`src/rtl/sdump_pkg.sv`:
```
package sdump_pkg;

    // Sequencer states of the serial dumper
    typedef enum logic [2:0] {
        ST_ARM,
        ST_START,
        ST_DATA,
        ST_STOP,
        ST_TAIL,
        ST_PARK
    } sdump_state_e;

endpackage

```
`src/rtl/sdump_step_ctr.sv`:
```
module sdump_step_ctr #(
    parameter int STEP_LIMIT = 50,
    localparam int CW = $clog2(STEP_LIMIT + 1)
) (
    input  logic          clk,
    input  logic          rst,
    input  logic          clear,
    input  logic          step_en,
    output logic [CW-1:0] cnt,
    output logic          at_limit,
    output logic          pre_limit
);

    assign at_limit  = (cnt == CW'(STEP_LIMIT));
    assign pre_limit = (cnt == CW'(STEP_LIMIT - 1));

    // Free-running step count, held once it reaches the limit
    always_ff @(posedge clk) begin
        if (rst || clear) begin
            cnt <= '0;
        end else if (step_en && !at_limit) begin
            cnt <= cnt + CW'(1);
        end
    end

endmodule

```
`src/rtl/sdump_seq_fsm.sv`:
```
module sdump_seq_fsm
    import sdump_pkg::*;
#(
    parameter int NUM_WORDS = 4,
    parameter int WORD_W    = 8,
    localparam int WIW = (NUM_WORDS > 1) ? $clog2(NUM_WORDS) : 1,
    localparam int BIW = (WORD_W > 1) ? $clog2(WORD_W) : 1
) (
    input  logic           clk,
    input  logic           rst,
    input  logic           step_en,
    input  logic           restart_ok,
    input  logic           pre_limit,
    output sdump_state_e   state,
    output logic [WIW-1:0] word_idx,
    output logic [BIW-1:0] bit_idx,
    output logic           drive_low,
    output logic           drive_data,
    output logic           busy,
    output logic           parked
);

    sdump_state_e   state_n;
    logic [WIW-1:0] word_idx_n;
    logic [BIW-1:0] bit_idx_n;
    logic           last_word;
    logic           last_bit;

    assign last_word = (word_idx == WIW'(NUM_WORDS - 1));
    assign last_bit  = (bit_idx == BIW'(WORD_W - 1));

    // Next-state and index logic
    always_comb begin
        state_n    = state;
        word_idx_n = word_idx;
        bit_idx_n  = bit_idx;
        unique case (state)
            ST_ARM: begin
                if (step_en) begin
                    state_n    = ST_START;
                    word_idx_n = '0;
                end
            end
            ST_START: begin
                if (step_en) begin
                    state_n   = ST_DATA;
                    bit_idx_n = '0;
                end
            end
            ST_DATA: begin
                if (step_en) begin
                    if (last_bit) begin
                        state_n = ST_STOP;
                    end else begin
                        bit_idx_n = bit_idx + BIW'(1);
                    end
                end
            end
            ST_STOP: begin
                if (step_en) begin
                    if (!last_word) begin
                        state_n    = ST_START;
                        word_idx_n = word_idx + WIW'(1);
                    end else if (pre_limit) begin
                        state_n = ST_PARK;
                    end else begin
                        state_n = ST_TAIL;
                    end
                end
            end
            ST_TAIL: begin
                if (step_en && pre_limit) begin
                    state_n = ST_PARK;
                end
            end
            ST_PARK: begin
                if (restart_ok) begin
                    state_n = ST_ARM;
                end
            end
            default: state_n = ST_ARM;
        endcase
    end

    // State register
    always_ff @(posedge clk) begin
        if (rst) begin
            state    <= ST_ARM;
            word_idx <= '0;
            bit_idx  <= '0;
        end else begin
            state    <= state_n;
            word_idx <= word_idx_n;
            bit_idx  <= bit_idx_n;
        end
    end

    // Output decode
    always_comb begin
        drive_low  = 1'b0;
        drive_data = 1'b0;
        busy       = 1'b0;
        parked     = 1'b0;
        unique case (state)
            ST_ARM:   ;
            ST_START: begin
                drive_low = 1'b1;
                busy      = 1'b1;
            end
            ST_DATA: begin
                drive_data = 1'b1;
                busy       = 1'b1;
            end
            ST_STOP:  busy   = 1'b1;
            ST_TAIL:  ;
            ST_PARK:  parked = 1'b1;
            default:  ;
        endcase
    end

endmodule

```
`src/rtl/sdump_word_bank.sv`:
```
module sdump_word_bank #(
    parameter int NUM_WORDS = 4,
    parameter int WORD_W    = 8,
    localparam int WIW = (NUM_WORDS > 1) ? $clog2(NUM_WORDS) : 1,
    localparam int BIW = (WORD_W > 1) ? $clog2(WORD_W) : 1
) (
    input  logic                        clk,
    input  logic                        capture,
    input  logic [NUM_WORDS*WORD_W-1:0] words_in,
    input  logic [WIW-1:0]              word_idx,
    input  logic [BIW-1:0]              bit_idx,
    output logic                        bit_val
);

    logic [WORD_W-1:0] snap [NUM_WORDS];
    logic [WORD_W-1:0] cur_word;

    // One snapshot register per word
    for (genvar k = 0; k < NUM_WORDS; k++) begin : g_snap
        always_ff @(posedge clk) begin
            if (capture) begin
                snap[k] <= words_in[k*WORD_W +: WORD_W];
            end
        end
    end

    always_comb begin
        cur_word = '0;
        for (int k = 0; k < NUM_WORDS; k++) begin
            if (word_idx == WIW'(k)) begin
                cur_word = snap[k];
            end
        end
    end

    assign bit_val = cur_word[bit_idx];

endmodule

```
`src/rtl/serial_dump_tx.sv`:
```
module serial_dump_tx
    import sdump_pkg::*;
#(
    parameter int NUM_WORDS  = 4,
    parameter int WORD_W     = 8,
    parameter int STEP_LIMIT = 50,
    localparam int FRAME_LEN = WORD_W + 2,
    localparam int CW  = $clog2(STEP_LIMIT + 1),
    localparam int WIW = (NUM_WORDS > 1) ? $clog2(NUM_WORDS) : 1,
    localparam int BIW = (WORD_W > 1) ? $clog2(WORD_W) : 1
) (
    input  logic                        clk,
    input  logic                        rst,
    input  logic                        step_en,
    input  logic                        restart,
    input  logic [NUM_WORDS*WORD_W-1:0] words_in,
    output logic                        tx_line,
    output logic                        busy
);

    if (STEP_LIMIT <= FRAME_LEN * NUM_WORDS) begin : g_bad_limit
        $error("STEP_LIMIT must exceed the total number of frame steps");
    end

    sdump_state_e   state;
    logic [CW-1:0]  cnt;
    logic           at_limit;
    logic           pre_limit;
    logic [WIW-1:0] word_idx;
    logic [BIW-1:0] bit_idx;
    logic           drive_low;
    logic           drive_data;
    logic           parked;
    logic           restart_ok;
    logic           bit_val;

    assign restart_ok = restart && parked;

    sdump_step_ctr #(
        .STEP_LIMIT(STEP_LIMIT)
    ) u_ctr (
        .clk      (clk),
        .rst      (rst),
        .clear    (restart_ok),
        .step_en  (step_en),
        .cnt      (cnt),
        .at_limit (at_limit),
        .pre_limit(pre_limit)
    );

    sdump_seq_fsm #(
        .NUM_WORDS(NUM_WORDS),
        .WORD_W   (WORD_W)
    ) u_fsm (
        .clk       (clk),
        .rst       (rst),
        .step_en   (step_en),
        .restart_ok(restart_ok),
        .pre_limit (pre_limit),
        .state     (state),
        .word_idx  (word_idx),
        .bit_idx   (bit_idx),
        .drive_low (drive_low),
        .drive_data(drive_data),
        .busy      (busy),
        .parked    (parked)
    );

    sdump_word_bank #(
        .NUM_WORDS(NUM_WORDS),
        .WORD_W   (WORD_W)
    ) u_bank (
        .clk     (clk),
        .capture (rst || restart_ok),
        .words_in(words_in),
        .word_idx(word_idx),
        .bit_idx (bit_idx),
        .bit_val (bit_val)
    );

    assign tx_line = drive_data ? bit_val : !drive_low;

endmodule

```
`config.mk`:
```
export PLATFORM = sky130hd
export DESIGN_NAME = serial_dump_tx
export DESIGN_NICKNAME = d
export VERILOG_FILES = /design/src/rtl/sdump_pkg.sv /design/src/rtl/sdump_step_ctr.sv /design/src/rtl/sdump_seq_fsm.sv /design/src/rtl/sdump_word_bank.sv /design/src/rtl/serial_dump_tx.sv
export SDC_FILE = /design/constraint.sdc
export NUM_CORES = 1
export LEC_CHECK = 0
export ABC_AREA = 1
export BUFFER_PORTS_ARGS = -buffer_cell sky130_fd_sc_hd__buf_4
export CORE_MARGIN = 1.5
export CORE_UTILIZATION = 40
export CTS_BUF_LIST = sky130_fd_sc_hd__clkbuf_4
export CTS_CLUSTER_DIAMETER = 120
export DETAILED_ROUTE_END_ITERATION = 10
export PLACE_DENSITY = 0.62
export SLEW_MARGIN = 5
export SYNTH_ARGS = -nofsm -noshare
export SYNTH_HDL_FRONTEND = slang
export SYNTH_HIERARCHICAL = 1
export SYNTH_SLANG_ARGS = --single-unit
```
`constraint.sdc`:
```
create_clock -name clk -period 1.7 [get_ports clk]
set_input_delay 0.085 -clock clk [delete_from_list [all_inputs] [get_ports clk]]
set_output_delay 0.085 -clock clk [all_outputs]
set_load 0.02 [all_outputs]
```
==> qor.yml, run 1 <==
syn_area_mm2: 0.00227
ant_nets: 0
setup_violations: 1
yosysWarnings: 6
crit_path_start_kind: "register"
crit_type: "register to output port"
max_freq_mhz: 543
status: "complete, but fails checks"
final_area_mm2: 0.00313
layout.nets: 375
core_mm2: 0.00551
drive_above_1_share: 0.243
rsz0062_at_grt: "true"
grt_max_degree: 33
holdPathStages: 3
slew_violations: 0
min_path_type: "input port to register"
ir_drop_mv: 0.441
antenna_cells: 0
viasPerCell: 4.69
dr.first_iter.drc_count: 124
post_synth.cell_area_avg_um2: 9.06
finalCritPeriodShare: 1.08
die_h_um: 78.4
synthesis.nets: 293
end_kind: "output port"
cap_violations: 0
violations: "setup timing"
fp.dieW_um: 78.4
fp.dieArea_mm2: 0.00614
totalWireLength_mm: 4.62
grt_pass1_vias: 1667
power.total_mw: 3.24
wire_per_inst_um: 11.4
dp_slack_ns: 0.226
fin_crit_ns: 1.84
rr_worst_depth: 8
gp_congestion: 0.797
postPlaceCellArea_mm2: 0.00265
numCtsBuffers: 5
gr-total-overflow: 0
io_pins: 38
fin_skew_ns: 0.00633
crit_fanout: 12
dp_hpwl_mm: 3.13
grt_pass1_wl_mm: 7.48
layout_setup_ws_ns: -0.143
antenna_found_initial: 0
grt_usage: 0.154
htreeDepth: 2
worstPathArrival_ns: 1.76
num_vias: 1903
layout_commonest_cell: "nand2_1"
final_cell_mix: "50 x nand2_1, 42 x buf_4, 36 x nor2_1"
hold_viol: 0
clock_path_buffers: 2
power.density_mw_per_mm2: 1040
root_buffer: "clkbuf_4"
slew_headroom: 0.788
cts.clk_slew.worst_paths_ns: 0.16
initial_core_util: 0.413
drcViolationCount: 0
rows: 27
clk-insertion-delay-late_ns: 0.36
clock-sinks: 46
p_leak_nw: 1.37
area_growth_pct: 37.5
worst_ep_required_time_ns: 1.62
io_buffers: 37
netlist_instances: 251
firstDrtPassIters: 4
cts_tree: "yes"
worstMarginPinSlew_ns: 0.318
-- final timing paths --
check / from / endpoint / slack (ns)
min: step_en / u_ctr/cnt[2] / 0.09
max: u_fsm/word_idx[0] / tx_line / -0.14
max reg2reg: u_fsm/bit_idx[0] / u_fsm/state[2] / 0.30
min reg2reg: u_fsm/bit_idx[2] / u_fsm/bit_idx[2] / 0.53
-- report_power, final --
part	switching [mW]	total [mW]	leakage, nW	internal, mW
registers	0.101	1.42	0.429	1.32
clock network	0.402	0.583	0.0377	0.181
logic	0.664	1.24	0.906	0.573
total	1.17	3.24	1.37	2.08
-- per-layer routing --
metal  wire length, um  global-route usage  up-vias
li1                  -                   -      997
met1              2260               0.210      871
met2              2180               0.252       33
met3               146              0.0244        2
met4                39              0.0429        0
met5                 0                   0        -
-- cell type report --
class                      instances  area, um^2
clock buffer                       5        37.5
clock inverter                     3        28.8
fill                             487        2380
inverter                          28         110
multi-input combinational        171         883
sequential                        46        1240
tap                               72        90.1
timing repair buffer              81         733
-- flip-flops by register name, indices dropped and copies added, names as in the netlist --
register        count
u_ctr/cnt           6
u_fsm/bit_idx       3
u_bank/snap        32
u_fsm/state         3
u_fsm/word_idx      2
-- worst max-delay path, stage by stage (launching register included) --
cell	delay, ns
dfxtp_2	0.37
buf_12	0.14
nor2_4	0.20
nand2_1	0.09
nand3_2	0.09
nand2_1	0.05
nand3_1	0.07
nand3b_1	0.08
nand2_1	0.06
nand2_1	0.05
o21ai_2	0.07
buf_6	0.13
-- through the flow --
step | util | cells | setup TNS, ns | hold slack, ns
final | 0.568 | 406 | -0.143 | 0.0871
after global placement | 0.481 | 359 | 0 | 0.264
after global routing | 0.568 | 406 | -0.271 | 0.0950
after floorplan | - | 251 | 0 | 0.154
after detailed placement | 0.481 | 359 | 0 | 0.264
after CTS | 0.558 | 402 | -0.148 | 0.0700
-- timing repair --
item | 4_1_cts | 5_1_grt
hold buffers | 33 | 0
endpoints found under the setup margin | 1 | 1
pin swaps | 3 | 7
buffers inserted | 1 | 4
gates resized for setup | 5 | 4
endpoints found under the hold margin | 35 | 0
gates cloned | 1 | 0
(Power assumes the default switching activity.)
==> inputs of run 2 (changes only) <==
--- a/config.mk
+++ b/config.mk
@@ -12,7 +12,7 @@
 export CTS_BUF_LIST = sky130_fd_sc_hd__clkbuf_4
 export CTS_CLUSTER_DIAMETER = 120
 export DETAILED_ROUTE_END_ITERATION = 10
-export PLACE_DENSITY = 0.62
+export PLACE_DENSITY = 0.6
 export SLEW_MARGIN = 5
 export SYNTH_ARGS = -nofsm -noshare
 export SYNTH_HDL_FRONTEND = slang
==> constraint.sdc (replaced) <==
create_clock -name clk -period 2 [get_ports clk]
set_input_delay 0.1 -clock clk [delete_from_list [all_inputs] [get_ports clk]]
set_output_delay 0.1 -clock clk [all_outputs]
set_load 0.02 [all_outputs]
==> qor.yml, run 2 (synthesis gave the netlist of run 1 again) <==
cts_tree: "yes"
gr-total-overflow: 0
fp.dieArea_mm2: 0.00614
io_buffers: 37
top_regs: "u_bank/snap (32), u_ctr/cnt (6)"
layout_setup_ws_ns: 0.113
gp_congestion: 0.776
power.density_mw_per_mm2: 878
fin_skew_ns: 0.0137
grt_usage: 0.168
grt_max_degree: 33
hold_viol: 0
ant_nets: 0
initial_core_util: 0.413
final_cell_mix: "50 x nand2_1, 40 x buf_4, 36 x nor2_1"
p_sw_frac: 0.371
root_buffer: "clkbuf_4"
rsz0062_at_grt: "true"
drive_above_1_share: 0.240
sequentialPowerShare: 0.446
grt_pass1_vias: 1769
io_pins: 38
drcViolationCount: 0
status: "complete, no violations"
crit_path_start_kind: "register"
end_kind: "output port"
antenna_cells: 0
fp.dieW_um: 78.4
utilization: 0.560
slew_headroom: 0.702
power.total_mw: 2.71
numCtsBuffers: 5
wire_per_inst_um: 12.1
crit_fanout: 8
htreeDepth: 2
dp_hpwl_mm: 3.05
largest-register: "u_bank/snap"
fin_crit_ns: 1.89
totalWireLength_mm: 4.84
ir_drop_mv: 0.410
setup_violations: 0
combPwrFrac: 0.381
p_leak_nw: 1.35
area_growth_pct: 35.7
layout.nets: 370
max_freq_mhz: 530
num_vias: 1873
cts.clk_slew.worst_paths_ns: 0.14
finalCritPeriodShare: 0.944
core_mm2: 0.00551
largest_register_ffs: 32
worstMarginPinSlew_ns: 0.446
die_h_um: 78.4
viasPerCell: 4.67
cap_violations: 0
register_area_mm2: 0.00124
p_switching_mw: 1.01
worst_ep_required_time_ns: 1.90
clock_path_buffers: 2
firstDrtPassIters: 4
layout_commonest_cell: "nand2_1"
dr.first_iter.drc_count: 90
worstPathArrival_ns: 1.79
clkPwrFrac: 0.173
clk-insertion-delay-late_ns: 0.36
fillerInstances: 501
grt_pass1_wl_mm: 8.05
clock-sinks: 46
rows: 27
min_path_type: "input port to register"
crit_type: "register to output port"
multi_input_area_um2: 905
dp_slack_ns: 0.398
slew_violations: 0
antenna_found_initial: 0
intPower_mw: 1.70
fin_cells: 401
dp.cells: 358
run 2: power groups by stage:
stage                     clock (mW)  combinational [mW]  sequential (mW)
final                          0.469                1.03             1.21
after floorplan                    0               0.697             1.19
after global placement             0               0.874             1.23
after CTS                      0.473               0.937             1.21
after global routing           0.533                1.15             1.22
after detailed placement           0               0.880             1.23
run 2: through the flow:
| stage | cell area, um^2 | hold slack [ns] | setup TNS [ns] |
|---|---|---|---|
| after CTS | 3020 | 0.106 | 0 |
| after global placement | 2620 | 0.278 | 0 |
| after global routing | 3080 | 0.115 | -0.0623 |
| after floorplan | 2270 | 0.169 | 0 |
| after detailed placement | 2620 | 0.279 | 0 |
| final | 3080 | 0.116 | 0 |
run 2: layer usage:
layer  routed length [um]  track usage  up-vias
li1                     -            -      984
met1                 2270        0.219      854
met2                 2410        0.288       31
met3                  103       0.0256        4
met4                   52       0.0482        0
met5                    0            0        -
run 2: what timing repair did:
item | in CTS | in global routing
hold buffers | 33 | 0
endpoints found under the setup margin | 1 | 1
resized for setup | 1 | 13
pin swaps | 0 | 3
buffers inserted | 0 | 2
endpoints found under the hold margin | 35 | 0
run 2: final timing paths:
check,startpoint,endpoint,slack (ns),cells past startpoint
worst max-delay path,u_fsm/word_idx[1],tx_line,0.11,11
worst min-delay path,step_en,u_ctr/cnt[2],0.12,3
worst max register to register,u_fsm/state[1],u_ctr/cnt[0],0.52,8
worst min register to register,u_fsm/bit_idx[2],u_fsm/bit_idx[2],0.52,2
run 2: area by class of cell:
cell class              instances  area share
multi-input cells             171       0.293
flip-flops and latches         46       0.404
clock inverters                 3     0.00771
clock buffers                   5      0.0122
repair buffers                 76       0.218
well taps                      72      0.0292
inverters                      28      0.0357
run 2: worst max-delay path: stages (launching register included):
cell and delay (ns):
dfxtp_4 0.38, buf_6 0.13, nor2_4 0.21, nand2_1 0.09, nand3_2 0.09, nand2_1 0.06
nand3_1 0.08, nand3b_1 0.07, nand2_1 0.07, nand2_1 0.04, o21ai_1 0.07, buf_4 0.15
==> inputs of run 3 (changes only) <==
--- a/config.mk
+++ b/config.mk
@@ -8,11 +8,11 @@
 export ABC_AREA = 1
 export BUFFER_PORTS_ARGS = -buffer_cell sky130_fd_sc_hd__buf_4
 export CORE_MARGIN = 1.5
-export CORE_UTILIZATION = 40
+export CORE_UTILIZATION = 50
 export CTS_BUF_LIST = sky130_fd_sc_hd__clkbuf_4
 export CTS_CLUSTER_DIAMETER = 120
 export DETAILED_ROUTE_END_ITERATION = 10
-export PLACE_DENSITY = 0.6
+export PLACE_DENSITY = 0.72
 export SLEW_MARGIN = 5
 export SYNTH_ARGS = -nofsm -noshare
 export SYNTH_HDL_FRONTEND = slang
==> qor.yml, run 3 (synthesis gave the netlist of run 1 again) <==
status: "complete, no violations"
top_regs: "u_bank/snap (32), u_ctr/cnt (6)"
root_buffer: "clkbuf_4"
numCtsBuffers: 5
largest-register: "u_bank/snap"
totalWireLength_mm: 5.12
tns_ns: 0
grt_pass1_vias: 1768
clk-insertion-delay-late_ns: 0.35
grt_usage: 0.203
final_cell_mix: "45 x nand2_1, 38 x buf_4, 36 x nor2_1"
layout.nets: 369
worstPathArrival_ns: 1.76
cap_violations: 0
grt_max_degree: 33
viasPerCell: 5.13
r2r_slack_ns: 0.53
use_met2: 0.358
drive_above_1_share: 0.256
hold_end: "u_fsm/bit_idx[2]"
fp.dieW_um: 70.4
ir_drop_mv: 0.625
core_mm2: 0.00435
antenna_found_initial: 0
grt.met1_usage: 0.242
initial_core_util: 0.522
gp_congestion: 0.882
grt_pass1_wl_mm: 7.72
num_vias: 1949
gr-total-overflow: 0
cts.clk_slew.worst_paths_ns: 0.15
fillerInstances: 297
reg2reg_from: "u_fsm/state[1]"
htreeDepth: 2
holdCritStartpoint: "step_en"
finalCritPeriodShare: 0.930
dp.cells: 336
holdPathStages: 3
die_h_um: 70.4
io_pins: 38
firstDrtPassIters: 4
slew_violations: 0
largest_register_ffs: 32
rr_worst_depth: 8
end_kind: "output port"
grt_use_met3: 0.0375
slew_headroom: 0.702
fin_cells: 380
fin_crit_ns: 1.86
register_area_mm2: 0.00125
p_leak_nw: 1.37
power.total_mw: 2.80
setup_violations: 0
min_path_type: "input port to register"
rows: 24
dr.first_iter.drc_count: 125
io_buffers: 37
max_freq_mhz: 538
final_area_mm2: 0.00310
clock-sinks: 46
worst_ep_required_time_ns: 1.90
area_growth_pct: 36.4
layout_commonest_cell: "nand2_1"
drcViolationCount: 0
hold_viol: 0
crit_fanout: 10
clock_path_buffers: 2
ant_nets: 0
power.density_mw_per_mm2: 903
worstMarginPinSlew_ns: 0.446
startpoint: "u_fsm/word_idx[0]"
multi_input_area_um2: 917
cts_tree: "yes"
crit_path_start_kind: "register"
antenna_cells: 0
r2r_end: "u_ctr/cnt[0]"
crit_type: "register to output port"
postPlaceCellArea_mm2: 0.00258
fin_skew_ns: 0.0171
dp_hpwl_mm: 2.95
fp.dieArea_mm2: 0.00496
grt_busiest_layer: "met2"
wire_per_inst_um: 13.5
[run 3: cell types whose count changed in the layout (fill, tap and decap cells not counted), sizes merged]
cell	previous run	this run
inv	29	28
buf	43	41
clkbuf	5	7
clkinv	0	2
clkinvlp	2	0
[run 3: cell type report]
type,instances,share of cell area
clock buffers,6,0.0145
well taps,52,0.0210
repair buffers,75,0.226
multi-input cells,171,0.296
flip-flops and latches,46,0.403
inverters,28,0.0355
clock inverters,2,0.00444
[run 3: routing by layer]
layer / part of all wire / vias up
li1: - / 988
met1: 0.42 / 891
met2: 0.51 / 60
met3: 0.049 / 10
met4: 0.019 / 0
met5: 0 / -
[run 3: worst max-delay path by stage]
stage / to / slack, ns
final: tx_line / 0.14
after global routing: tx_line / -0.006
after CTS: tx_line / 0.02
after detailed placement: tx_line / 0.17
after global placement: tx_line / 0.26
after floorplan: u_bank/snap[0][0] / 0.29
[run 3: report_power, final]
part | internal [mW] | total (mW) | leakage (nW) | switching (mW)
clock network | 0.153 | 0.458 | 0.0356 | 0.306
logic | 0.498 | 1.10 | 0.900 | 0.603
registers | 1.13 | 1.24 | 0.429 | 0.112
total | 1.78 | 2.80 | 1.37 | 1.02
[run 3: what timing repair did]
action,in CTS,in global routing
setup buffers,0,2
endpoints found under the setup margin,1,1
hold endpoints to repair,35,0
pin swaps,0,10
gates cloned,0,1
gates resized for setup,2,20
hold buffers,33,0
[run 3: critical path, stage by stage, from the launching register on]
cell and delay [ns]:
dfxtp_4 0.37, buf_12 0.14, nor2_4 0.11, buf_12 0.14
nand2_2 0.05, nand3_2 0.09, nand2_1 0.06, nand3_1 0.06
nand3b_1 0.08, nand2_1 0.07, nand2_1 0.04, o21ai_1 0.06
buf_4 0.15
[run 3: per-stage QoR]
stage               hold slack [ns]   util  setup WS, ns
floorplan                     0.169      -         0.285
global placement              0.279  0.593         0.263
detailed placement            0.279  0.593         0.174
CTS                           0.108  0.684        0.0176
global route                  0.116  0.712      -0.00590
finish                        0.119  0.712         0.140
